<file path="src/rtl/wdg_pkg.sv">
package wdg_pkg;

    typedef enum logic {
        CLR_SINGLE = 1'b0,
        CLR_PAIR   = 1'b1
    } clr_mode_e;

    typedef struct packed {
        logic held_a;
        logic held_b;
    } pend_t;

    typedef struct packed {
        logic to_bit;
        logic pdf_bit;
        logic halt_seen;
        logic rst_pulse;
        logic wake_pulse;
    } flag_t;

endpackage

</file>
<file path="src/rtl/wdg_counter.sv">
module wdg_counter #(
    parameter int CNT_W = 16
) (
    input  logic clk,
    input  logic rst_n,
    input  logic run,
    input  logic restart,
    output logic tmo
);
    localparam logic [CNT_W-1:0] CNT_MAX = {CNT_W{1'b1}};
    localparam logic [CNT_W-1:0] CNT_ONE = CNT_W'(1);

    typedef struct packed {
        logic [CNT_W-1:0] cnt;
    } cnt_st_t;

    cnt_st_t st_d, st_q;

    always_comb begin
        st_d = st_q;
        tmo  = run && (st_q.cnt == CNT_MAX) && !restart;
        if (restart) begin
            st_d.cnt = '0;
        end else if (run) begin
            st_d.cnt = st_q.cnt + CNT_ONE;
        end
    end

    always_ff @(posedge clk or negedge rst_n) begin
        if (!rst_n) begin
            st_q <= '0;
        end else begin
            st_q <= st_d;
        end
    end

endmodule

</file>
<file path="src/rtl/wdg_clear_qual.sv">
module wdg_clear_qual
    import wdg_pkg::*;
(
    input  logic      clk,
    input  logic      rst_n,
    input  clr_mode_e mode,
    input  logic      clr_a,
    input  logic      clr_b,
    input  logic      tmo,
    output logic      restart
);
    pend_t pend_d, pend_q;
    logic  seen_a, seen_b;

    always_comb begin
        seen_a  = clr_a || pend_q.held_a;
        seen_b  = clr_b || pend_q.held_b;
        pend_d  = '0;
        restart = 1'b0;
        if (mode == CLR_SINGLE) begin
            restart = clr_a || clr_b;
        end else begin
            restart = seen_a && seen_b;
            if (!restart && !tmo) begin
                pend_d.held_a = seen_a;
                pend_d.held_b = seen_b;
            end
        end
    end

    always_ff @(posedge clk or negedge rst_n) begin
        if (!rst_n) begin
            pend_q <= '0;
        end else begin
            pend_q <= pend_d;
        end
    end

endmodule

</file>
<file path="src/rtl/wdg_flags.sv">
module wdg_flags
    import wdg_pkg::*;
(
    input  logic clk,
    input  logic rst_n,
    input  logic halted,
    input  logic tmo,
    input  logic restart,
    output logic rst_req,
    output logic wake_req,
    output logic to_flag,
    output logic pdf_flag
);
    flag_t fl_d, fl_q;

    always_comb begin
        fl_d            = fl_q;
        fl_d.halt_seen  = halted;
        fl_d.rst_pulse  = tmo && !halted;
        fl_d.wake_pulse = tmo && halted;
        if (restart) begin
            fl_d.to_bit  = 1'b0;
            fl_d.pdf_bit = 1'b0;
        end
        if (tmo) begin
            fl_d.to_bit = 1'b1;
        end
        if (halted && !fl_q.halt_seen) begin
            fl_d.pdf_bit = 1'b1;
        end
    end

    always_ff @(posedge clk or negedge rst_n) begin
        if (!rst_n) begin
            fl_q <= '0;
        end else begin
            fl_q <= fl_d;
        end
    end

    assign rst_req  = fl_q.rst_pulse;
    assign wake_req = fl_q.wake_pulse;
    assign to_flag  = fl_q.to_bit;
    assign pdf_flag = fl_q.pdf_bit;

endmodule

</file>
<file path="src/rtl/watchdog_dualclr.sv">
module watchdog_dualclr
    import wdg_pkg::*;
#(
    parameter int CNT_W = 16
) (
    input  logic clk,
    input  logic rst_n,
    input  logic tick_en,
    input  logic wdt_on,
    input  logic pair_mode,
    input  logic clr_a,
    input  logic clr_b,
    input  logic halted,
    output logic rst_req,
    output logic wake_req,
    output logic to_flag,
    output logic pdf_flag
);
    logic      run;
    logic      restart;
    logic      tmo;
    clr_mode_e mode;

    assign run  = wdt_on && tick_en;
    assign mode = clr_mode_e'(pair_mode);

    wdg_clear_qual u_qual (
        .clk     (clk),
        .rst_n   (rst_n),
        .mode    (mode),
        .clr_a   (clr_a),
        .clr_b   (clr_b),
        .tmo     (tmo),
        .restart (restart)
    );

    wdg_counter #(.CNT_W(CNT_W)) u_cnt (
        .clk     (clk),
        .rst_n   (rst_n),
        .run     (run),
        .restart (restart),
        .tmo     (tmo)
    );

    wdg_flags u_flags (
        .clk      (clk),
        .rst_n    (rst_n),
        .halted   (halted),
        .tmo      (tmo),
        .restart  (restart),
        .rst_req  (rst_req),
        .wake_req (wake_req),
        .to_flag  (to_flag),
        .pdf_flag (pdf_flag)
    );

endmodule

</file>
<file path="config.mk">
export PLATFORM = sky130hd
export DESIGN_NAME = watchdog_dualclr
export DESIGN_NICKNAME = d
export VERILOG_FILES = /design/src/rtl/wdg_pkg.sv /design/src/rtl/wdg_counter.sv /design/src/rtl/wdg_clear_qual.sv /design/src/rtl/wdg_flags.sv /design/src/rtl/watchdog_dualclr.sv
export SDC_FILE = /design/constraint.sdc
export NUM_CORES = 1
export LEC_CHECK = 0
export ABC_CLOCK_PERIOD_IN_PS = 2100
export BUFFER_PORTS_ARGS = -buffer_cell sky130_fd_sc_hd__buf_2
export CAP_MARGIN = 20
export CORE_UTILIZATION = 45
export DETAILED_ROUTE_END_ITERATION = 8
export PLACE_DENSITY = 0.69
export SLEW_MARGIN = 5
export SYNTH_ARGS = -nofsm -noshare
export SYNTH_HDL_FRONTEND = slang
export SYNTH_HIERARCHICAL = 1
export SYNTH_SLANG_ARGS = --single-unit
</file>
<file path="constraint.sdc">
create_clock -name clk -period 2.1 [get_ports clk]
set_clock_uncertainty 0.15 [all_clocks]
set_input_delay 0.63 -clock clk [delete_from_list [all_inputs] [get_ports clk]]
set_output_delay 0.63 -clock clk [all_outputs]
set_load 0.1 [all_outputs]
</file>
==> results.md <==
CTS:
- Clock-pin slew was measured on the worst setup and hold paths at between 100 and 150 ps.
- The level count of the clock H-tree is 1.
- The cell chosen for the clock root is sky130_fd_sc_hd__clkbuf_4.
- The later-pin clock latency in the skew report is 300 ps.
- TritonCTS created 3 clock buffers.
- The clock net sink count is 23.
- Buffers added to address setup during post-CTS repair amount to 0.
- The count of hold-fix buffers inserted at cts is 0.
- In this run the deepest clock path goes through 2 buffers.
- Once the clock tree was built, the resizer swapped 0 gates to a different size.
- TritonCTS built the clock tree.

Worst setup path:
- The category of the worst setup path capture point is a flop.
- The signal arrival time at the worst endpoint is 2010 ps.
- On the worst path, the slowest cell contributes a delay of 480 ps.
- The critical-path maximum fanout is 7.
- The largest individual stage delay along the critical path comes from the cell sky130_fd_sc_hd__dfrtp_1.
- The worst setup path is launched from a flop.
- The critical path is of the reg2reg type.
- The required time at the worst-slack endpoint is 2190 ps.
- The signal on the critical path passes through and4_1, nand4_1, nor4_1, buf_4, nor2b_1.

Global route:
- For this run the aggregate overflow at the end of global routing stands at 0.
- The first global-routing pass estimated approximately 3600 um of wire.
- Global routing used 18.9% of the available tracks.
- The number of antenna violations at the first check in global routing came to 0.
- The number of global-route vias before repair was between 800 and 900.
- The pin count of the biggest net entering global routing is 24.

Floorplanning:
- The die covers 0.00262 mm^2.
- Row generation in the floorplan step produced 17 rows.
- The die span in x is roughly 51 um.
- The initial utilization of the core area, before any placement, comes to 48.3%.
- After floorplanning, the core was sized to cover 0.00225 mm^2.
- In this run the count of I/O pins placed on the die edge is 12.
- The die is 51.2 um tall.

Detailed routing:
- In this run, the number of DRC markers left after iteration 0 of detailed routing was 6.
- For this run, design rule violations remaining after detail routing come to 0.
- Wire segments on met2 add up to ~1100 um in the final route.
- Wires add up to ~2100 um.
- Detailed routing inserted a total of around 810 vias.
- The via density per instance is approximately 5.
- Before antenna repair, the detailed router went through 4 iterations.
- The detailed router put a total of around 940 um of wire on met1.
- The routed wirelength normalized by instance count is between 10 and 15 um.
- Signal routing reaches up to met4.
- The met3 wirelength from detailed routing is between 30 and 40 um.
- Once detail routing completed, the nets flagged for antenna violations numbered 0.

Power and ir drop:
- The largest voltage drop on the vdd net is 412 uV.
- The share of total power in combinational logic is 11.0%.
- The sequential share of power is between 60% and 70%.
- Internal power comes to ~0.55 mW.
- The power per standard cell area is about 560 mW/mm^2.
- Summing internal, switching and leakage power gives 0.735 mW.
- The share of total power dissipated in the clock network is roughly 27%.
- Of the total power, the share spent switching nets is between 20% and 30%.
- The net switching power is between 0.15 and 0.2 mW.
- For this design the static power due to leakage is around 0.60 nW.

Layout:
- The area growth from synthesis to layout is 20.2%.
- The number of antenna diodes in the final layout is 0.
- The count of nets after finishing is ~140.
- The area of all placed cells without fillers is roughly 0.0013 mm^2.
- The number of filler cells placed in the layout is between 200 and 250.
- Cells with a size suffix above 1 make up between 20% and 30% of the layout.
- For this run, the share of the core covered by cells in the final layout is between 50% and 60%.

STA:
- The max-slew violation total from the final report is 0.
- Headroom to the max-slew limit came out at between 60% and 70%.
- The final hold violation count is 0.
- Counting I/O delays and the setup requirement, the final critical path takes approximately 1900 ps.
- Setup repair after global routing left no endpoint under its margin.
- The final critical path takes up 91.5% of the cycle.
- For the pin with the worst max-slew slack, the measured transition is approximately 500 ps.
- Timing would allow up to about 520 MHz.
- The total setup violations reported at the end of the flow is 0.
- Final hold analysis gives a worst-case slack of about 120 ps.
- After routing, the total negative slack on setup checks comes to 0 ps.

Logic synthesis:
- The number of nets produced by synthesis is roughly 120.
- The number of distinct library cells after synthesis is 32.
- For this run, the number of Yosys warnings is 6.
- The count of flip-flops with a built-in enable after synthesis is 0.
- The average instance in the mapped netlist occupies around 10 um^2.
- Among all flip-flop cells after synthesis, the most frequent one is sky130_fd_sc_hd__dfrtp_1.
- The sequential element share of the synthesized area is between 50 and 60%.
- For this run, asynchronously set or reset flops after synthesis account for 100%.
- The top cell type by area accounts for between 50% and 60% of the synthesized area.
- The synthesized design contains 23 register bits.
- Synthesis produced a netlist whose cell count is between 100 and 150.
- By area the synthesized netlist is led by sky130_fd_sc_hd__dfrtp_1 53%, sky130_fd_sc_hd__nor2_1 4.8%, sky130_fd_sc_hd__xnor2_1 4.0%.
- The total standard cell area after synthesis is 0.00109 mm^2.
- The library cell with the largest summed area after synthesis is sky130_fd_sc_hd__dfrtp_1.

Worst hold path:
- The path class of the tightest hold or removal check is in2async.

Place:
- The congestion estimate from routability-driven global placement came to ~0.68.
- The instance area after placement is approximately 0.0013 mm^2.
- Input and output buffers added on the ports amount to 11.
- The wire-length estimate of the detail-placed layout is 1540 um.

Run:
- The tool flagged a number of max-cap violations equal to 0.

Outcome:
- The flow ran to the end, and the final reports show no timing, DRC or antenna violations.
==> worst paths after layout <==
check	end	slack, ps	startpoint	depth (start not counted)
min	u_cnt/st_q[9]$_DFFE_PN0P_	120	rst_n	1
min in group clk	u_flags/fl_q[2]$_DFF_PN0_	310	halted	1
max in group asynchronous	u_qual/pend_q[0]$_DFF_PN0_	1350	rst_n	1
max	u_flags/rst_req$_DFF_PN0_	180	u_cnt/st_q[6]$_DFFE_PN0P_	5
min reg2reg	u_flags/to_flag$_DFFE_PN0P_	350	u_flags/to_flag$_DFFE_PN0P_	1
max reg2reg	u_flags/rst_req$_DFF_PN0_	180	u_cnt/st_q[6]$_DFFE_PN0P_	5
==> state kept, by name (all words and copies together), names as in the netlist <==
signal	flops
u_flags/fl_q	1
u_flags/wake_req	1
u_cnt/st_q	16
u_qual/pend_q	2
u_flags/pdf_flag	1
u_flags/rst_req	1
u_flags/to_flag	1
==> area by class of cell <==
cell class	count	area [um^2]	share of cell area, %
tap	28	35.0	2.67
clock buffer	3	22.5	1.72
timing repair buffer	23	145	11.1
clock inverter	1	5.00	0.382
multi-input combinational	78	512	39.1
sequential	23	576	43.9
inverter	4	15.0	1.15
==> power by group through the flow <==
stage                     Sequential, mW  Clock (mW)  Combinational [mW]
after floorplan                    0.477           0              0.0320
after global placement             0.464           0              0.0793
after detailed placement           0.464           0              0.0825
after CTS                          0.456       0.210              0.0827
after global routing               0.457       0.223              0.0902
final                              0.456       0.198              0.0806
==> kinds of logic (layout without fill, tap and decap cells) <==
logic type / Yosys count / after routing / synth area share [%]
simple gates: 52 / 52 / 26.3
mux: 3 / 3 / 2.98
fa+ha+maj: 1 / 1 / 1.15
compound gates: 13 / 13 / 6.89
flops: 23 / 23 / 52.8
xor+xnor: 9 / 9 / 7.23
buf+inv: 7 / 31 / 2.64
==> Yosys cell counts, types with 2 or more instances <==
library cell	number
sky130_fd_sc_hd__a21oi_1	5
sky130_fd_sc_hd__and2_1	2
sky130_fd_sc_hd__buf_2	2
sky130_fd_sc_hd__dfrtp_1	23
sky130_fd_sc_hd__inv_1	4
sky130_fd_sc_hd__mux2_2	2
sky130_fd_sc_hd__nand2_1	6
sky130_fd_sc_hd__nand3_1	3
sky130_fd_sc_hd__nand4_1	4
sky130_fd_sc_hd__nor2_1	14
sky130_fd_sc_hd__nor2b_1	3
sky130_fd_sc_hd__nor3_1	6
sky130_fd_sc_hd__nor4_1	4
sky130_fd_sc_hd__o21ai_0	3
sky130_fd_sc_hd__or3_1	2
sky130_fd_sc_hd__or3_2	2
sky130_fd_sc_hd__xnor2_1	5
sky130_fd_sc_hd__xor2_1	4
==> cells in the final DEF, fill, tap and decap left out, types with 2 or more instances in the layout <==
master                     instances
sky130_fd_sc_hd__a21oi_1           4
sky130_fd_sc_hd__and2_1            2
sky130_fd_sc_hd__buf_2            11
sky130_fd_sc_hd__buf_4            12
sky130_fd_sc_hd__clkbuf_4          3
sky130_fd_sc_hd__dfrtp_1          23
sky130_fd_sc_hd__inv_1             4
sky130_fd_sc_hd__nand2_1           6
sky130_fd_sc_hd__nand3_1           3
sky130_fd_sc_hd__nand4_1           4
sky130_fd_sc_hd__nor2_1           14
sky130_fd_sc_hd__nor2b_1           3
sky130_fd_sc_hd__nor3_1            5
sky130_fd_sc_hd__nor4_1            4
sky130_fd_sc_hd__o21ai_0           3
sky130_fd_sc_hd__or3_1             2
sky130_fd_sc_hd__or3_2             2
sky130_fd_sc_hd__xnor2_1           5
sky130_fd_sc_hd__xor2_1            4
==> layer usage <==
layer	vias to the layer above	global-route usage, %
met2	5	32.9
li1	424	-
met1	381	22.8
met4	0	9.46
met3	2	2.68
met5	-	0
==> stage by stage <==
step / instances / setup slack [ps]
5_1_grt: 160 / 18.5
4_1_cts: 160 / 170
3_3_place_gp: 156 / -133
3_5_place_dp: 156 / -131
6_report: 160 / 178
2_1_floorplan: 108 / -5.94
==> critical path, delay by kind of cell, from the launching register on <==
kind                   cells  cell delay, ps
buffers and inverters      1             180
flip-flops                 1             480
AND/OR/NAND/NOR            4            1050
(Power assumes the default switching activity.)
